--- src/rtl/sbt_pkg.sv ---
package sbt_pkg;

  typedef enum logic [1:0] {
    CMD_IDLE  = 2'b00,
    CMD_READ  = 2'b01,
    CMD_WRITE = 2'b10,
    CMD_SETM  = 2'b11
  } cmd_e;

  localparam int MODE_W   = 10;
  localparam int BLK_BITS = 3;   // widest burst block is 8 columns

  // field positions inside the configuration word
  localparam int F_BL_LO  = 0;
  localparam int F_ORDER  = 3;
  localparam int F_LAT_LO = 4;
  localparam int F_OP_LO  = 7;
  localparam int F_WSING  = 9;

  typedef struct packed {
    logic [1:0] blc;       // log2 of beat count
    logic       ilv;       // interleaved order
    logic [1:0] lat;       // 2 or 3
    logic       wr_single; // writes are one beat
  } cfg_t;

endpackage

--- src/rtl/sbt_mode_reg.sv ---
module sbt_mode_reg
  import sbt_pkg::*;
(
  input  logic              clk,
  input  logic              rst_n,
  input  logic              setm,
  input  logic [MODE_W-1:0] word,
  input  logic              busy,
  output logic [1:0]        blc,
  output logic              ilv,
  output logic [1:0]        lat,
  output logic              wr_single,
  output logic              mode_err,
  output logic              busy_err
);

  cfg_t cfg_q, cfg_d, cfg_new;
  logic merr_q, merr_d, berr_q, berr_d;
  logic legal, accept;
  logic [2:0] lat_code;

  always_comb begin
    lat_code = word[F_LAT_LO +: 3];
    legal = !word[F_BL_LO+2] &&
            (lat_code == 3'd2 || lat_code == 3'd3) &&
            (word[F_OP_LO +: 2] == 2'b00);
    accept = setm && !busy && legal;

    cfg_new.blc       = word[F_BL_LO +: 2];
    cfg_new.ilv       = word[F_ORDER];
    cfg_new.lat       = lat_code[1:0];
    cfg_new.wr_single = word[F_WSING];

    cfg_d  = cfg_q;
    merr_d = merr_q;
    berr_d = berr_q;
    if (accept) begin
      cfg_d  = cfg_new;
      merr_d = 1'b0;
      berr_d = 1'b0;
    end else if (setm && busy) begin
      berr_d = 1'b1;
    end else if (setm) begin
      merr_d = 1'b1;
    end
  end

  always_ff @(posedge clk or negedge rst_n) begin
    if (!rst_n) begin
      cfg_q  <= '{blc: 2'd0, ilv: 1'b0, lat: 2'd2, wr_single: 1'b0};
      merr_q <= 1'b0;
      berr_q <= 1'b0;
    end else begin
      cfg_q  <= cfg_d;
      merr_q <= merr_d;
      berr_q <= berr_d;
    end
  end

  assign blc       = cfg_q.blc;
  assign ilv       = cfg_q.ilv;
  assign lat       = cfg_q.lat;
  assign wr_single = cfg_q.wr_single;
  assign mode_err  = merr_q;
  assign busy_err  = berr_q;

  a_r9_busy_refused: assert property (@(posedge clk) disable iff (!rst_n)
    (setm && busy) |=> (busy_err && $stable(cfg_q)));

  a_r2_lat_only_two_three: assert property (@(posedge clk) disable iff (!rst_n)
    (cfg_q.lat == 2'd2) || (cfg_q.lat == 2'd3));

  a_r8_reserved_op_flagged: assert property (@(posedge clk) disable iff (!rst_n)
    (setm && !busy && word[F_OP_LO +: 2] != 2'b00) |=> (mode_err && $stable(cfg_q)));

  a_r10_clear_on_accept: assert property (@(posedge clk) disable iff (!rst_n)
    (setm && !busy && legal) |=> (!mode_err && !busy_err));

endmodule

--- src/rtl/sbt_burst_seq.sv ---
module sbt_burst_seq
  import sbt_pkg::*;
#(
  parameter int COL_W = 8
) (
  input  logic             clk,
  input  logic             rst_n,
  input  cmd_e             cmd,
  input  logic [COL_W-1:0] col_i,
  input  logic [1:0]       blc,
  input  logic             ilv,
  input  logic             wr_single,
  output logic             iss_v,
  output logic             iss_wr,
  output logic [COL_W-1:0] iss_col,
  output logic             active
);

  localparam int CNT_W = BLK_BITS + 1;

  logic                act_q, act_d;
  logic [BLK_BITS-1:0] beat_q, beat_d;
  logic [CNT_W-1:0]    len_q, len_d;
  logic [COL_W-1:0]    start_q, start_d;
  logic                wr_q, wr_d;

  logic                new_cmd, is_wr;
  logic [CNT_W-1:0]    blen, beat_nx;
  logic [BLK_BITS-1:0] mask, lo, lo_seq, lo_ilv, lo_sel;
  logic [COL_W-1:0]    gen_col;

  // column of the continuing beat
  always_comb begin
    mask    = len_q[BLK_BITS-1:0] - 1'b1;
    lo      = start_q[BLK_BITS-1:0];
    lo_seq  = lo + beat_q;
    lo_ilv  = lo ^ beat_q;
    lo_sel  = ilv ? lo_ilv : lo_seq;
    gen_col = start_q;
    gen_col[BLK_BITS-1:0] = (lo & ~mask) | (lo_sel & mask);
  end

  always_comb begin
    new_cmd = (cmd == CMD_READ) || (cmd == CMD_WRITE);
    is_wr   = (cmd == CMD_WRITE);
    blen    = (is_wr && wr_single) ? CNT_W'(1) : (CNT_W'(1) << blc);
    beat_nx = {1'b0, beat_q} + CNT_W'(1);

    iss_v   = 1'b0;
    iss_wr  = 1'b0;
    iss_col = '0;
    act_d   = act_q;
    beat_d  = beat_q;
    len_d   = len_q;
    start_d = start_q;
    wr_d    = wr_q;

    if (new_cmd) begin
      iss_v   = 1'b1;
      iss_wr  = is_wr;
      iss_col = col_i;
      act_d   = (blen > CNT_W'(1));
      beat_d  = BLK_BITS'(1);
      len_d   = blen;
      start_d = col_i;
      wr_d    = is_wr;
    end else if (act_q) begin
      iss_v   = 1'b1;
      iss_wr  = wr_q;
      iss_col = gen_col;
      act_d   = (beat_nx < len_q);
      beat_d  = beat_nx[BLK_BITS-1:0];
    end
  end

  always_ff @(posedge clk or negedge rst_n) begin
    if (!rst_n) begin
      act_q   <= 1'b0;
      beat_q  <= '0;
      len_q   <= CNT_W'(1);
      start_q <= '0;
      wr_q    <= 1'b0;
    end else begin
      act_q   <= act_d;
      beat_q  <= beat_d;
      len_q   <= len_d;
      start_q <= start_d;
      wr_q    <= wr_d;
    end
  end

  assign active = act_q;

  a_r6_write_one_beat: assert property (@(posedge clk) disable iff (!rst_n)
    (cmd == CMD_WRITE && wr_single) |=> !act_q);

  a_r5_beat_in_range: assert property (@(posedge clk) disable iff (!rst_n)
    act_q |-> ({1'b0, beat_q} < len_q));

  a_r7_stays_in_block: assert property (@(posedge clk) disable iff (!rst_n)
    (act_q && !new_cmd) |-> (iss_col[COL_W-1:BLK_BITS] == start_q[COL_W-1:BLK_BITS]));

endmodule

--- src/rtl/sbt_lat_pipe.sv ---
module sbt_lat_pipe #(
  parameter int DATA_W  = 16,
  parameter int MAX_LAT = 3
) (
  input  logic              clk,
  input  logic              rst_n,
  input  logic              rd_iss,
  input  logic [DATA_W-1:0] rd_word,
  input  logic [1:0]        lat,
  output logic              rvalid,
  output logic [DATA_W-1:0] rdata,
  output logic              oe,
  output logic              pending
);

  localparam int DEPTH = MAX_LAT + 1;

  logic [DEPTH:1]    vld_q, vld_d;
  logic [DATA_W-1:0] dat_q [2:DEPTH];

  always_comb vld_d = {vld_q[DEPTH-1:1], rd_iss};

  always_ff @(posedge clk or negedge rst_n) begin
    if (!rst_n) vld_q <= '0;
    else        vld_q <= vld_d;
  end

  // data stages carry no reset; each loads only behind a valid flag
  always_ff @(posedge clk) begin
    if (vld_q[1]) dat_q[2] <= rd_word;
    for (int g = 3; g <= DEPTH; g++) begin
      if (vld_q[g-1]) dat_q[g] <= dat_q[g-1];
    end
  end

  always_comb begin
    rvalid = 1'b0;
    oe     = 1'b0;
    rdata  = '0;
    for (int g = 2; g <= DEPTH; g++) begin
      if (g == int'(lat) + 1) begin
        rvalid = vld_q[g];
        oe     = vld_q[g] | vld_q[g-1];
        rdata  = dat_q[g];
      end
    end
  end

  assign pending = |vld_q;

  a_r4_oe_covers_valid: assert property (@(posedge clk) disable iff (!rst_n)
    rvalid |-> oe);

  a_r4_oe_leads_valid: assert property (@(posedge clk) disable iff (!rst_n)
    $rose(rvalid) |-> $past(oe));

  a_r3_lat_two: assert property (@(posedge clk) disable iff (!rst_n)
    (lat == 2'd2 && rvalid) |-> $past(rd_iss, 3));

  a_r3_lat_three: assert property (@(posedge clk) disable iff (!rst_n)
    (lat == 2'd3 && rvalid) |-> $past(rd_iss, 4));

endmodule

--- src/rtl/sbt_store.sv ---
module sbt_store #(
  parameter int COL_W  = 8,
  parameter int DATA_W = 16
) (
  input  logic              clk,
  input  logic              we,
  input  logic              re,
  input  logic [COL_W-1:0]  addr,
  input  logic [DATA_W-1:0] wd,
  output logic [DATA_W-1:0] rq
);

  localparam int WORDS = 1 << COL_W;

  logic [DATA_W-1:0] mem [WORDS];

  always_ff @(posedge clk) begin
    if (we) mem[addr] <= wd;
    if (re) rq <= mem[addr];
  end

endmodule

--- src/rtl/sdr_burst_timer.sv ---
module sdr_burst_timer
  import sbt_pkg::*;
#(
  parameter int COL_W  = 8,
  parameter int DATA_W = 16
) (
  input  logic              clk,
  input  logic              rst_n,
  input  logic [1:0]        cmd_i,
  input  logic [COL_W-1:0]  col_i,
  input  logic [MODE_W-1:0] mode_i,
  input  logic [DATA_W-1:0] wdata_i,
  output logic              acc_o,
  output logic              acc_wr_o,
  output logic [COL_W-1:0]  col_o,
  output logic [DATA_W-1:0] rdata_o,
  output logic              rvalid_o,
  output logic              dq_oe_o,
  output logic              mode_err_o,
  output logic              busy_err_o
);

  localparam int MAX_LAT = 3;

  cmd_e              cmd;
  logic [1:0]        blc, lat;
  logic              ilv, wr_single;
  logic              iss_v, iss_wr, seq_active, pend, busy;
  logic [COL_W-1:0]  iss_col;
  logic [DATA_W-1:0] mem_q;

  assign cmd  = cmd_e'(cmd_i);
  assign busy = seq_active | pend;

  sbt_mode_reg u_mode (
    .clk       (clk),
    .rst_n     (rst_n),
    .setm      (cmd == CMD_SETM),
    .word      (mode_i),
    .busy      (busy),
    .blc       (blc),
    .ilv       (ilv),
    .lat       (lat),
    .wr_single (wr_single),
    .mode_err  (mode_err_o),
    .busy_err  (busy_err_o)
  );

  sbt_burst_seq #(.COL_W(COL_W)) u_seq (
    .clk       (clk),
    .rst_n     (rst_n),
    .cmd       (cmd),
    .col_i     (col_i),
    .blc       (blc),
    .ilv       (ilv),
    .wr_single (wr_single),
    .iss_v     (iss_v),
    .iss_wr    (iss_wr),
    .iss_col   (iss_col),
    .active    (seq_active)
  );

  sbt_store #(.COL_W(COL_W), .DATA_W(DATA_W)) u_store (
    .clk  (clk),
    .we   (iss_v & iss_wr),
    .re   (iss_v & ~iss_wr),
    .addr (iss_col),
    .wd   (wdata_i),
    .rq   (mem_q)
  );

  sbt_lat_pipe #(.DATA_W(DATA_W), .MAX_LAT(MAX_LAT)) u_pipe (
    .clk     (clk),
    .rst_n   (rst_n),
    .rd_iss  (iss_v & ~iss_wr),
    .rd_word (mem_q),
    .lat     (lat),
    .rvalid  (rvalid_o),
    .rdata   (rdata_o),
    .oe      (dq_oe_o),
    .pending (pend)
  );

  assign acc_o    = iss_v;
  assign acc_wr_o = iss_wr;
  assign col_o    = iss_col;

endmodule

--- config.mk ---
export PLATFORM = sky130hd
export DESIGN_NAME = sdr_burst_timer
export DESIGN_NICKNAME = d
export VERILOG_FILES = /design/src/rtl/sbt_pkg.sv /design/src/rtl/sbt_mode_reg.sv /design/src/rtl/sbt_burst_seq.sv /design/src/rtl/sbt_lat_pipe.sv /design/src/rtl/sbt_store.sv /design/src/rtl/sdr_burst_timer.sv
export SDC_FILE = /design/constraint.sdc
export NUM_CORES = 2
export LEC_CHECK = 0
export ABC_CLOCK_PERIOD_IN_PS = 6500
export BUFFER_PORTS_ARGS = -buffer_cell sky130_fd_sc_hd__buf_2
export CORE_MARGIN = 2
export CORE_UTILIZATION = 25
export DETAILED_ROUTE_END_ITERATION = 8
export PLACE_DENSITY = 0.35
export SYNTH_ARGS = -nofsm -noshare
export SYNTH_HDL_FRONTEND = slang
export SYNTH_HIERARCHICAL = 1
export SYNTH_MEMORY_MAX_BITS = 65536
export SYNTH_SLANG_ARGS = --single-unit
--- constraint.sdc ---
create_clock -name clk -period 6.5 [get_ports clk]
set_clock_uncertainty 0.2 [all_clocks]
set_input_delay 1.3 -clock clk [delete_from_list [all_inputs] [get_ports clk]]
set_output_delay 1.3 -clock clk [all_outputs]
set_load 0.1 [all_outputs]
==> flow_summary.json <==
{
  "status": "finished clean",
  "path_max_fanout": 69,
  "worst_slack_ns": 0.308,
  "r2r_slack_ns": 0.31,
  "finalHoldViolCount": 0,
  "grt.total_usage_pct": 16.0,
  "post-cts-setup-buffers": 0,
  "post_drt_wl_per_cell_um": 31.8,
  "power.density_nw_per_um2": 321,
  "place_congestion": 0.752,
  "ios": 68,
  "slew_headroom_pct": 5.69,
  "synth.top_cell.area_share_pct": 78.6,
  "hold_buffers": 0,
  "synth-seq-cells": 4189,
  "htreeDepth": 5,
  "fillCellCount": 61200,
  "fmax_mhz": 162,
  "hp-class": "input port to async pin",
  "synth_flop_cell": "edfxtp_1",
  "layout.nets": 7764,
  "core_um2": 633000,
  "dpl.hpwl_um": 325000,
  "syn_nets": 6997,
  "start_util_pct": 25.1,
  "yosysMostFrequentCell": "edfxtp_1",
  "slew_violations": 0,
  "netlist_area_um2": 159000,
  "synth_cells": 6950,
  "cts_resized": 0,
  "synth_adder_area_share_pct": 0.0756,
  "power_leakage_uw": 0.0574,
  "antenna_found_initial": 55,
  "async_flop_share_pct": 0.692,
  "synth-xor-area-share_pct": 0.0220,
  "drt-initial-drc-count": 8700,
  "route.vias.total": 77200,
  "path_class": "flop to flop",
  "rows": 292,
  "synth_top_family_by_area": "multiplexers",
  "antenna_left": 0,
  "grt_pass1_vias": 79500,
  "ys_warn_count": 6,
  "multi_input_area_um2": 32100,
  "synth-compound-area-share_pct": 3.80,
  "critPathArrivalTime_ns": 6.72,
  "grt_overflow": 0,
  "synthDistinctLibCells": 55,
  "cts-root-buf": "clkbuf_16",
  "min_period_ns": 6.19,
  "via_per_inst": 4.66,
  "end_kind": "flop",
  "synth_simple_gate_area_share_pct": 1.09,
  "grt_max_degree": 147,
  "timing.rr.start": "u_seq/beat_q[0]$_DFFE_PN0P_",
  "drv_cap": 0,
  "clock_path_buffers": 4,
  "period_share_pct": 95.3,
  "first_pass_iters": 7,
  "setup_viol": 0,
  "routed_wl_um": 526000,
  "cp-start-kind": "flop",
  "syn_to_final_growth_pct": 19.6,
  "dieArea_um2": 642000,
  "drive_above_1_share_pct": 32.2,
  "timing.rr.end": "u_store/rq[6]$_DFFE_PP_",
  "die_width_um": 801,
  "rsz0062_at_grt": "false",
  "regArea_um2": 126000,
  "grt_first_pass_wirelength_um": 714000,
  "die_h_um": 801,
  "yosys-top-cells-count": "edfxtp_1 (4,160), mux4_2 (1,024), a22oi_1 (512)",
  "final_cell_area_um2": 190000,
  "rr_worst_depth": 13,
  "irDropWorstVdd_mv": 0.246,
  "dpl_cell_area_um2": 175000,
  "clock_sinks": 4189,
  "cts_tree": "built",
  "required_ns": 7.03,
  "yosysTopAreaCell": "edfxtp_1",
  "drc": 0,
  "worstSkewPairLatency_ns": 1.09,
  "clkTransAtPathRegs_ns": 0.06,
  "synth_edf_count": 4160,
  "synth.area.mux_share_pct": 14.7,
  "synth.avg_cell_area_um2": 22.9,
  "ys_seq_area_share_pct": 79.0,
  "cts_made_buffers": 470,
  "worstMarginPinSlew_ns": 1.40,
  "portBuffers": 67,
  "netlist_top_cells_area": "edfxtp_1 (79%), mux4_2 (15%), a22oi_1 (2.4%)",
  "dp_slack_ns": -0.518
}
-- final cells by class --
cell class	count	area share [%]
Antenna cell	79	0.104
Multi-Input combinational cell	2322	16.9
Clock buffer	571	6.40
Timing Repair Buffer	723	3.45
Sequential cell	4189	66.1
Tap cell	8379	5.51
Clock inverter	291	1.56
Inverter	11	0.0217
-- through the flow --
step | hold WS, ns | TNS, ns | util [%] | cells | total power (uW)
6_report | 0.0827 | 0 | 30.1 | 16600 | 61000
5_1_grt | 0.0940 | 0 | 30.0 | 16500 | 63000
4_1_cts | 0.0298 | 0 | 30.0 | 16500 | 61900
3_5_place_dp | 0.235 | -3.74 | 27.6 | 15600 | 35500
3_3_place_gp | 0.231 | -5.72 | 27.6 | 15600 | 35400
2_1_floorplan | 0.200 | 0 | - | 6950 | 32700
-- worst max-delay path, cell delays in order, from the launching register on --
cell and delay, ns:
dfrtp_1 0.46, ha_1 0.18, inv_1 0.05, fa_1 0.37, or3_1 0.42, a2111o_1 0.44, nand3_1 0.55, nor2b_4 0.13
buf_4 0.26, buf_12 0.21, a22oi_1 0.71, a21oi_1 0.39, o41ai_2 0.97, nand4_1 0.18
-- kinds of logic (layout without fill, tap and decap cells) --
family                     count (synthesis)  in the layout
buffers and inverters                    439           1596
xor gates and xnor gates                   4              4
other                                      0             79
DFF                                     4189           4189
AOI/OAI and AO/OA                        869            869
adders and majority gates                  9              9
muxes                                   1054           1054
and+or+nand+nor                          386            386
-- layout by cell type (no fill, tap or decap), drive strengths merged, types with 2 or more instances in the layout --
cell	instances
clkbuf	571
mux4	1024
or3	2
inv	18
o2bb2ai	18
xnor2	3
mux2i	19
dfstp	2
ha	8
diode	79
nor3	33
and2	7
nand2	39
a21o	3
nand3	16
a21oi	258
o41ai	64
or2	3
mux2	11
nor2	234
a22oi	512
o21ai	7
bufinv	44
and3	2
nor2b	18
clkinvlp	6
and2b	3
dfrtp	27
clkinv	234
buf	723
nand2b	8
edfxtp	4160
nand4	16
-- state kept, by name, summed over array words and instances, names as in the netlist --
register,count
u_mode/busy_err,1
u_seq/wr_q,1
u_pipe/vld_q,4
u_pipe/dat_q,48
u_mode/lat,2
u_store/rq,16
u_mode/ilv,1
u_seq/len_q,4
u_mode/mode_err,1
u_seq/beat_q,3
u_mode/wr_single,1
u_seq/start_q,8
u_seq/active,1
u_mode/blc,2
u_store/mem,4096
-- report_power, final --
group / switching [uW] / internal [uW] / total [uW]
clock network: 11200 / 15100 / 26200
registers: 175 / 29800 / 30000
logic: 3210 / 1520 / 4730
-- layer usage --
layer / part of all wire (%) / global-route usage [%] / vias to the layer above
met5: 0.015 / 0 / -
met4: 1.9 / 2.98 / 12
met3: 5.6 / 2.76 / 529
met2: 46 / 25.4 / 1989
met1: 46 / 23.1 / 43100
li1: - / - / 31600
-- how the worst max path moves through the flow --
stage	end	cells past startpoint	start	slack, ns
after floorplan	u_store/mem[234][0]$_DFFE_PP_	13	cmd_i[0]	0.21
after global placement	u_store/rq[0]$_DFFE_PP_	14	cmd_i[0]	-0.90
after detailed placement	u_store/rq[6]$_DFFE_PP_	14	cmd_i[0]	-0.52
after CTS	u_store/rq[12]$_DFFE_PP_	14	u_seq/beat_q[0]$_DFFE_PN0P_	0.31
after global routing	u_store/rq[12]$_DFFE_PP_	14	u_seq/beat_q[0]$_DFFE_PN0P_	0.28
final	u_store/rq[6]$_DFFE_PP_	13	u_seq/beat_q[0]$_DFFE_PN0P_	0.31
No activity file was read; power rests on OpenSTA's default activity.
